==> config.mk <==
export PLATFORM = sky130hd
export DESIGN_NAME = ts_event_fifo
export DESIGN_NICKNAME = d
export VERILOG_FILES = /design/src/rtl/ts_evt_pkg.sv /design/src/rtl/ts_evt_edge.sv /design/src/rtl/ts_evt_arb.sv /design/src/rtl/ts_evt_store.sv /design/src/rtl/ts_event_fifo.sv
export SDC_FILE = /design/constraint.sdc
export NUM_CORES = 2
export LEC_CHECK = 0
export BUFFER_PORTS_ARGS = -buffer_cell sky130_fd_sc_hd__buf_2
export CAP_MARGIN = 0
export CORE_UTILIZATION = 55
export DETAILED_ROUTE_END_ITERATION = 12
export PLACE_DENSITY_LB_ADDON = 0.12
export SYNTH_ARGS = -nofsm -noshare
export SYNTH_HDL_FRONTEND = slang
export SYNTH_SLANG_ARGS = --single-unit
==> constraint.sdc <==
create_clock -name clk -period 12.9 [get_ports clk]
set_input_delay 1.29 -clock clk [delete_from_list [all_inputs] [get_ports clk]]
set_output_delay 1.29 -clock clk [all_outputs]
set_load 0.005 [all_outputs]
==> src/rtl/ts_evt_pkg.sv <==
package ts_evt_pkg;

   localparam int STAMP_W = 64;

   typedef enum logic [3:0] {
      EV_SWPUSH = 4'd0,
      EV_ROLL   = 4'd1,
      EV_HALF   = 4'd2,
      EV_HWPUSH = 4'd3,
      EV_RX     = 4'd4,
      EV_TX     = 4'd5,
      EV_CMP    = 4'd6,
      EV_HOST   = 4'd7
   } ev_kind_e;

   typedef struct packed {
      logic [STAMP_W-1:0] stamp;
      logic [4:0]         port;
      ev_kind_e           kind;
      logic [3:0]         msg;
      logic [15:0]        seq;
      logic [7:0]         dom;
   } ev_rec_t;

   function automatic logic [31:0] pack_info(ev_rec_t r);
      return {3'b000, r.port, r.kind, r.msg, r.seq};
   endfunction

endpackage

==> src/rtl/ts_evt_edge.sv <==
module ts_evt_edge #(
   parameter int N = 8
) (
   input  logic         clk,
   input  logic         rst_n,
   input  logic [N-1:0] async_in,
   input  logic [N-1:0] enable,
   output logic [N-1:0] rise
);

   initial begin
      if (N < 1) $error("ts_evt_edge: N must be at least 1");
   end

   for (genvar g = 0; g < N; g++) begin : g_in
      logic s1, s2, s3;
      always_ff @(posedge clk) begin
         if (!rst_n) begin
            s1 <= 1'b0;
            s2 <= 1'b0;
            s3 <= 1'b0;
         end else begin
            s1 <= async_in[g];
            s2 <= s1;
            s3 <= s2;
         end
      end
      assign rise[g] = s2 & ~s3 & enable[g];

      // a pulse never lasts two cycles
      p_rise_single_r7: assert property (@(posedge clk) disable iff (!rst_n)
         rise[g] |=> !rise[g]);
   end

endmodule

==> src/rtl/ts_evt_arb.sv <==
module ts_evt_arb #(
   parameter int N = 15,
   localparam int IW = (N > 1) ? $clog2(N) : 1
) (
   input  logic          clk,
   input  logic          rst_n,
   input  logic [N-1:0]  req,
   output logic [N-1:0]  gnt,
   output logic [IW-1:0] idx,
   output logic          any
);

   always_comb begin
      gnt = '0;
      idx = '0;
      any = 1'b0;
      for (int i = 0; i < N; i++) begin
         if (req[i] && !any) begin
            gnt[i] = 1'b1;
            idx    = IW'(i);
            any    = 1'b1;
         end
      end
   end

   p_gnt_onehot_r8: assert property (@(posedge clk) disable iff (!rst_n)
      $onehot0(gnt));
   p_gnt_live_r8: assert property (@(posedge clk) disable iff (!rst_n)
      (|req) |-> (|(gnt & req)));

endmodule

==> src/rtl/ts_evt_store.sv <==
module ts_evt_store
   import ts_evt_pkg::*;
#(
   parameter int DEPTH = 16,
   localparam int AW = $clog2(DEPTH)
) (
   input  logic    clk,
   input  logic    rst_n,
   input  logic    wr,
   input  ev_rec_t wdata,
   input  logic    rd,
   output logic    full,
   output logic    empty,
   output ev_rec_t head
);

   initial begin
      if (DEPTH < 2 || (1 << AW) != DEPTH)
         $error("ts_evt_store: DEPTH must be a power of two >= 2");
   end

   ev_rec_t       mem [DEPTH];
   logic [AW-1:0] wp, rp;
   logic [AW:0]   cnt;
   logic          do_wr, do_rd;

   assign full  = (cnt == (AW+1)'(DEPTH));
   assign empty = (cnt == '0);
   assign do_wr = wr & ~full;
   assign do_rd = rd & ~empty;
   assign head  = mem[rp];

   always_ff @(posedge clk) begin
      if (do_wr) mem[wp] <= wdata;
   end

   always_ff @(posedge clk) begin
      if (!rst_n) begin
         wp  <= '0;
         rp  <= '0;
         cnt <= '0;
      end else begin
         if (do_wr) wp <= wp + 1'b1;
         if (do_rd) rp <= rp + 1'b1;
         cnt <= cnt + (AW+1)'(do_wr) - (AW+1)'(do_rd);
      end
   end

   p_no_overflow_r9: assert property (@(posedge clk) disable iff (!rst_n)
      cnt <= (AW+1)'(DEPTH));
   p_empty_pop_r5: assert property (@(posedge clk) disable iff (!rst_n)
      (empty && !wr) |=> empty);

endmodule

==> src/rtl/ts_event_fifo.sv <==
module ts_event_fifo
   import ts_evt_pkg::*;
#(
   parameter int DEPTH  = 16,
   parameter int NUM_HW = 8
) (
   input  logic              clk,
   input  logic              rst_n,
   input  logic [63:0]       cur_time,
   input  logic              sw_push,
   input  logic              roll_evt,
   input  logic              half_evt,
   input  logic [NUM_HW-1:0] hw_in,
   input  logic [NUM_HW-1:0] hw_en,
   input  logic              rx_evt,
   input  logic [4:0]        rx_port,
   input  logic [3:0]        rx_msg,
   input  logic [15:0]       rx_seq,
   input  logic [7:0]        rx_dom,
   input  logic              tx_evt,
   input  logic [4:0]        tx_port,
   input  logic [3:0]        tx_msg,
   input  logic [15:0]       tx_seq,
   input  logic [7:0]        tx_dom,
   input  logic              cmp_evt,
   input  logic              host_evt,
   input  logic              pop,
   input  logic              int_en,
   output logic              pend_raw,
   output logic              pend_irq,
   output logic              overflow,
   output logic [31:0]       ev_word0,
   output logic [31:0]       ev_word1,
   output logic [31:0]       ev_word2,
   output logic [31:0]       ev_word3
);

   localparam int I_HW0  = 3;
   localparam int I_RX   = I_HW0 + NUM_HW;
   localparam int I_TX   = I_RX + 1;
   localparam int I_CMP  = I_RX + 2;
   localparam int I_HOST = I_RX + 3;
   localparam int NSRC   = I_RX + 4;
   localparam int IW     = $clog2(NSRC);

   initial begin
      if (NUM_HW < 1 || NUM_HW > 30)
         $error("ts_event_fifo: NUM_HW must be 1..30");
   end

   logic [NUM_HW-1:0] hw_rise;
   logic [NSRC-1:0]   src_evt, slot_v, gnt;
   ev_rec_t           src_rec [NSRC];
   ev_rec_t           slot_r  [NSRC];
   logic [IW-1:0]     gidx;
   logic              gany, q_full, q_empty, collide;
   ev_rec_t           q_head;

   ts_evt_edge #(.N(NUM_HW)) u_edge (
      .clk(clk), .rst_n(rst_n), .async_in(hw_in), .enable(hw_en), .rise(hw_rise)
   );

   always_comb begin
      for (int i = 0; i < NSRC; i++) begin
         src_rec[i]       = '0;
         src_rec[i].stamp = cur_time;
      end
      src_rec[0].kind      = EV_SWPUSH;
      src_rec[1].kind      = EV_ROLL;
      src_rec[2].kind      = EV_HALF;
      for (int h = 0; h < NUM_HW; h++) begin
         src_rec[I_HW0+h].kind = EV_HWPUSH;
         src_rec[I_HW0+h].port = 5'(h + 1);
      end
      src_rec[I_RX]        = '{stamp: cur_time, port: rx_port, kind: EV_RX,
                               msg: rx_msg, seq: rx_seq, dom: rx_dom};
      src_rec[I_TX]        = '{stamp: cur_time, port: tx_port, kind: EV_TX,
                               msg: tx_msg, seq: tx_seq, dom: tx_dom};
      src_rec[I_CMP].kind  = EV_CMP;
      src_rec[I_HOST].kind = EV_HOST;
   end

   assign src_evt = {host_evt, cmp_evt, tx_evt, rx_evt, hw_rise, half_evt, roll_evt, sw_push};

   for (genvar s = 0; s < NSRC; s++) begin : g_slot
      always_ff @(posedge clk) begin
         if (!rst_n) begin
            slot_v[s] <= 1'b0;
         end else begin
            slot_v[s] <= src_evt[s] | (slot_v[s] & ~gnt[s]);
         end
      end
      always_ff @(posedge clk) begin
         if (src_evt[s] && (!slot_v[s] || gnt[s])) slot_r[s] <= src_rec[s];
      end

      // a granted slot without a new event empties
      p_slot_drain_r8: assert property (@(posedge clk) disable iff (!rst_n)
         (gnt[s] && !src_evt[s]) |=> !slot_v[s]);
   end

   ts_evt_arb #(.N(NSRC)) u_arb (
      .clk(clk), .rst_n(rst_n), .req(slot_v), .gnt(gnt), .idx(gidx), .any(gany)
   );

   ts_evt_store #(.DEPTH(DEPTH)) u_store (
      .clk(clk), .rst_n(rst_n), .wr(gany), .wdata(slot_r[gidx]),
      .rd(pop), .full(q_full), .empty(q_empty), .head(q_head)
   );

   assign collide = |(src_evt & slot_v & ~gnt);

   always_ff @(posedge clk) begin
      if (!rst_n) overflow <= 1'b0;
      else if (collide || (gany && q_full)) overflow <= 1'b1;
   end

   assign pend_raw = ~q_empty;
   assign pend_irq = pend_raw & int_en;
   assign ev_word0 = q_empty ? 32'd0 : q_head.stamp[31:0];
   assign ev_word1 = q_empty ? 32'd0 : pack_info(q_head);
   assign ev_word2 = q_empty ? 32'd0 : {24'd0, q_head.dom};
   assign ev_word3 = q_empty ? 32'd0 : q_head.stamp[63:32];

   p_ovf_sticky_r10: assert property (@(posedge clk) disable iff (!rst_n)
      overflow |=> overflow);
   p_irq_pending_r4: assert property (@(posedge clk) disable iff (!rst_n)
      pend_irq |-> pend_raw);
   p_full_drop_r10: assert property (@(posedge clk) disable iff (!rst_n)
      (gany && q_full) |=> overflow);

endmodule

==> metrics.cfg <==
[run_status]
outcome=complete, no violations

[min_path]
hold-path-cell-count=1
hp-start=u_edge.g_in[7].s1
hold_path_end=u_edge.g_in[7].s2
hold_path.class=reg -> reg

[synth]
synth_area_leaders=edfxtp_1 (77%), mux4_2 (12%), dfxtp_1 (1.1%)
synth_xor_area_share_pct=0.0766
avgSynthCellArea_sq_um=20.6
synth_compound_area_share_pct=4.20
synth_adder_area_share_pct=0.153
yosys_warnings=0
synth.cell_area_sq_mm=0.103
synth_top_area_cell=edfxtp_1
synth-edff-count=2626
synth_top_family_by_area=multiplexers
synthSimpleGateAreaFrac_pct=3.00
synthMuxAreaShare_pct=13.4
synth.top_cell.area_share_pct=76.6
ys_seq_elements=2683
ys.flop_type=edfxtp_1
async_reset_ff_share_pct=0
postSynthCellCount=4998
ys_types=65
yosysSeqAreaShare_pct=77.7

[worst_setup_path]
cp_max_fo=40
r2r-end=u_store.mem[0][81]
crit_chain=buf_4 > buf_4 > buf_4 > mux4_2 > mux4_2 > and2_1 > buf_2
reg2reg_depth=9
startpoint_type=flop
end_kind=primary output
crit_type=reg -> out
reg2reg_setup_slack_ns=6.71
cp_data_required_time_ns=11.61
cp_slowest_cell=dfxtp_4
worst_path_most_repeated_cell=buf_4
cp.buffers_inverters=4
path_delay_family=buffers and inverters
worst_path_largest_cell_delay_ns=0.77
timing.rr.start=slot_v[1]
crit_arrival_ns=5.25

[pwr]
clkPwrFrac_pct=33.3
p_sw_share_pct=26.5
p_seq_share_pct=46.6
irDropWorstVdd_uv=145
cellPowerDensity_mw_per_mm2=201
p_leak_nw=37.7
combinationalPowerShare_pct=20.1
p_int_mw=17.2
switchingPower_mw=6.19

[global_route]
grt_pass1_vias=52400
antenna_found_initial=38
grt_pass1_wl_mm=376
gr-usage-all-layers_pct=28.2
grt_max_degree=126
grt_overflow_total=0

[routing]
drt_wl_total_mm=265
via_per_inst=6.50
dr.pass1.iters=6
wl_per_cell_um=32.8
drc=0
drtAntennaViolNets=0
dr_total_vias=52500
drtIter0Drc=5964

[final_layout]
drive_above_1_share_pct=26.4
final_cell_mix=edfxtp_1 (2626), mux4_2 (560), clkbuf_16 (297)
final_common_cell=edfxtp_1
final_nets=5554
area_growth_pct=13.1
fillers=12600

[floorplanning]
ios=288
die-height_um=435
num_rows=158
core_sq_mm=0.186
initial_utilization_pct=55.5
die_x_um=435
die_area_sq_mm=0.189

[timing]
hold_viol=0
setup-violations-final=0
grt_setup_unrepaired=no
worst_pin_slew_ns=1.41
period_needed_ns=6.54
fin_crit_sh_pct=50.7
fin_setup_tns_ns=0
timing.final.ws_setup_ns=6.36
maxSlewViolCount=0
fin_skew_ns=0.0765
slew-limit-headroom_pct=6.21
max_clock_freq_mhz=153

[clock_network]
post-cts-setup-buffers=0
hold_buffers=0
cts_resized=0
cts_buffers=288
htree_num_levels=5
clkSlewWorstSetupHoldPaths_ns=0.06
clock_sinks=2683
clk_latency_ns=0.95
cts_tree=yes
root_buffer=clkbuf_16
clockBufferDepth=4

[job]
drv_cap=0

[placement]
port_buffers=259
dpl.hpwl_mm=132
place.gp.congestion=0.776
dpl_worst_slack_ns=6.73

cell usage after synthesis, drive strengths merged, types with 13 or more instances:
master      n
a211oi     49
a21oi     162
a221o      16
a221oi     27
a22oi      30
a2bb2oi    34
a311o      36
a311oi     68
a31oi      73
and2      132
and3       44
buf       116
clkbuf    217
dfxtp      57
edfxtp   2626
inv        14
mux2       60
mux2i      46
mux4      560
nand2     276
nor2      148
nor3       13
o21ai      97
metal layers:
| layer | track usage [%] | vias to the layer above | share of wire (%) |
|---|---|---|---|
| li1 | - | 21400 | - |
| met1 | 39.1 | 28100 | 40 |
| met2 | 46.4 | 2370 | 50 |
| met3 | 4.34 | 524 | 7.2 |
| met4 | 9.14 | 18 | 3.1 |
| met5 | 0 | - | 0.040 |
sequential cells by signal (all words and copies together), names as in the netlist, named ones only:
| register | cells |
|---|---|
| slot_r | 1026 |
| u_edge.g_in.s1 | 8 |
| u_store.mem | 1600 |
| u_store.cnt | 5 |
| overflow | 1 |
| u_edge.g_in.s3 | 8 |
| u_store.rp | 4 |
| u_store.wp | 4 |
| slot_v | 15 |
| u_edge.g_in.s2 | 8 |
power groups by stage:
stage                     Combinational, mW  Clock [mW]  Sequential [mW]
after global routing                   5.00        8.21             10.9
after global placement                 4.71           0             11.0
final                                  4.70        7.80             10.9
after CTS                              4.78        7.90             10.9
after detailed placement               4.77           0             11.1
after floorplan                        2.93           0             11.1
area by class of cell:
cell class	count	area, sq um	area share, %
inverters	15	56.3	0.0484
diodes	11	27.5	0.0236
multi-input cells	1994	21900	18.8
repair buffers	403	2580	2.22
flip-flops and latches	2683	80000	68.7
clock inverters	124	1100	0.943
clock buffers	361	7670	6.59
well taps	2480	3100	2.66
logic make-up after synthesis:
| family | count (synthesis) |
|---|---|
| AOI/OAI and AO/OA | 618 |
| adders and majority gates | 12 |
| other | 1 |
| xor gates and xnor gates | 9 |
| DFF | 2683 |
| muxes | 666 |
| and+or+nand+nor | 661 |
| buffers and inverters | 348 |
worst max path at each step:
stage                         endpoint  cells after the start  slack, ns
floorplan                slot_r[12][0]                      5       3.69
global route               ev_word2[2]                      7       5.91
CTS                       ev_word1[15]                      7       6.10
finish                    ev_word1[15]                      7       6.36
global placement    u_store.mem[1][87]                      9       6.95
detailed placement  u_store.mem[8][87]                      9       6.73
through the flow:
stage | std cells | utilization [%] | hold WS (ns) | power [mW] | instance area [sq um]
5_1_grt | 8064 | 62.7 | 0.456 | 24.2 | 116000
2_1_floorplan | 5025 | - | 0.412 | 14.0 | 103000
3_3_place_gp | 7575 | 58.0 | 0.414 | 15.8 | 108000
6_report | 8071 | 62.7 | 0.430 | 23.4 | 116000
4_1_cts | 8060 | 62.7 | 0.429 | 23.6 | 116000
3_5_place_dp | 7575 | 58.0 | 0.420 | 15.8 | 108000
(Power assumes the default switching activity.)
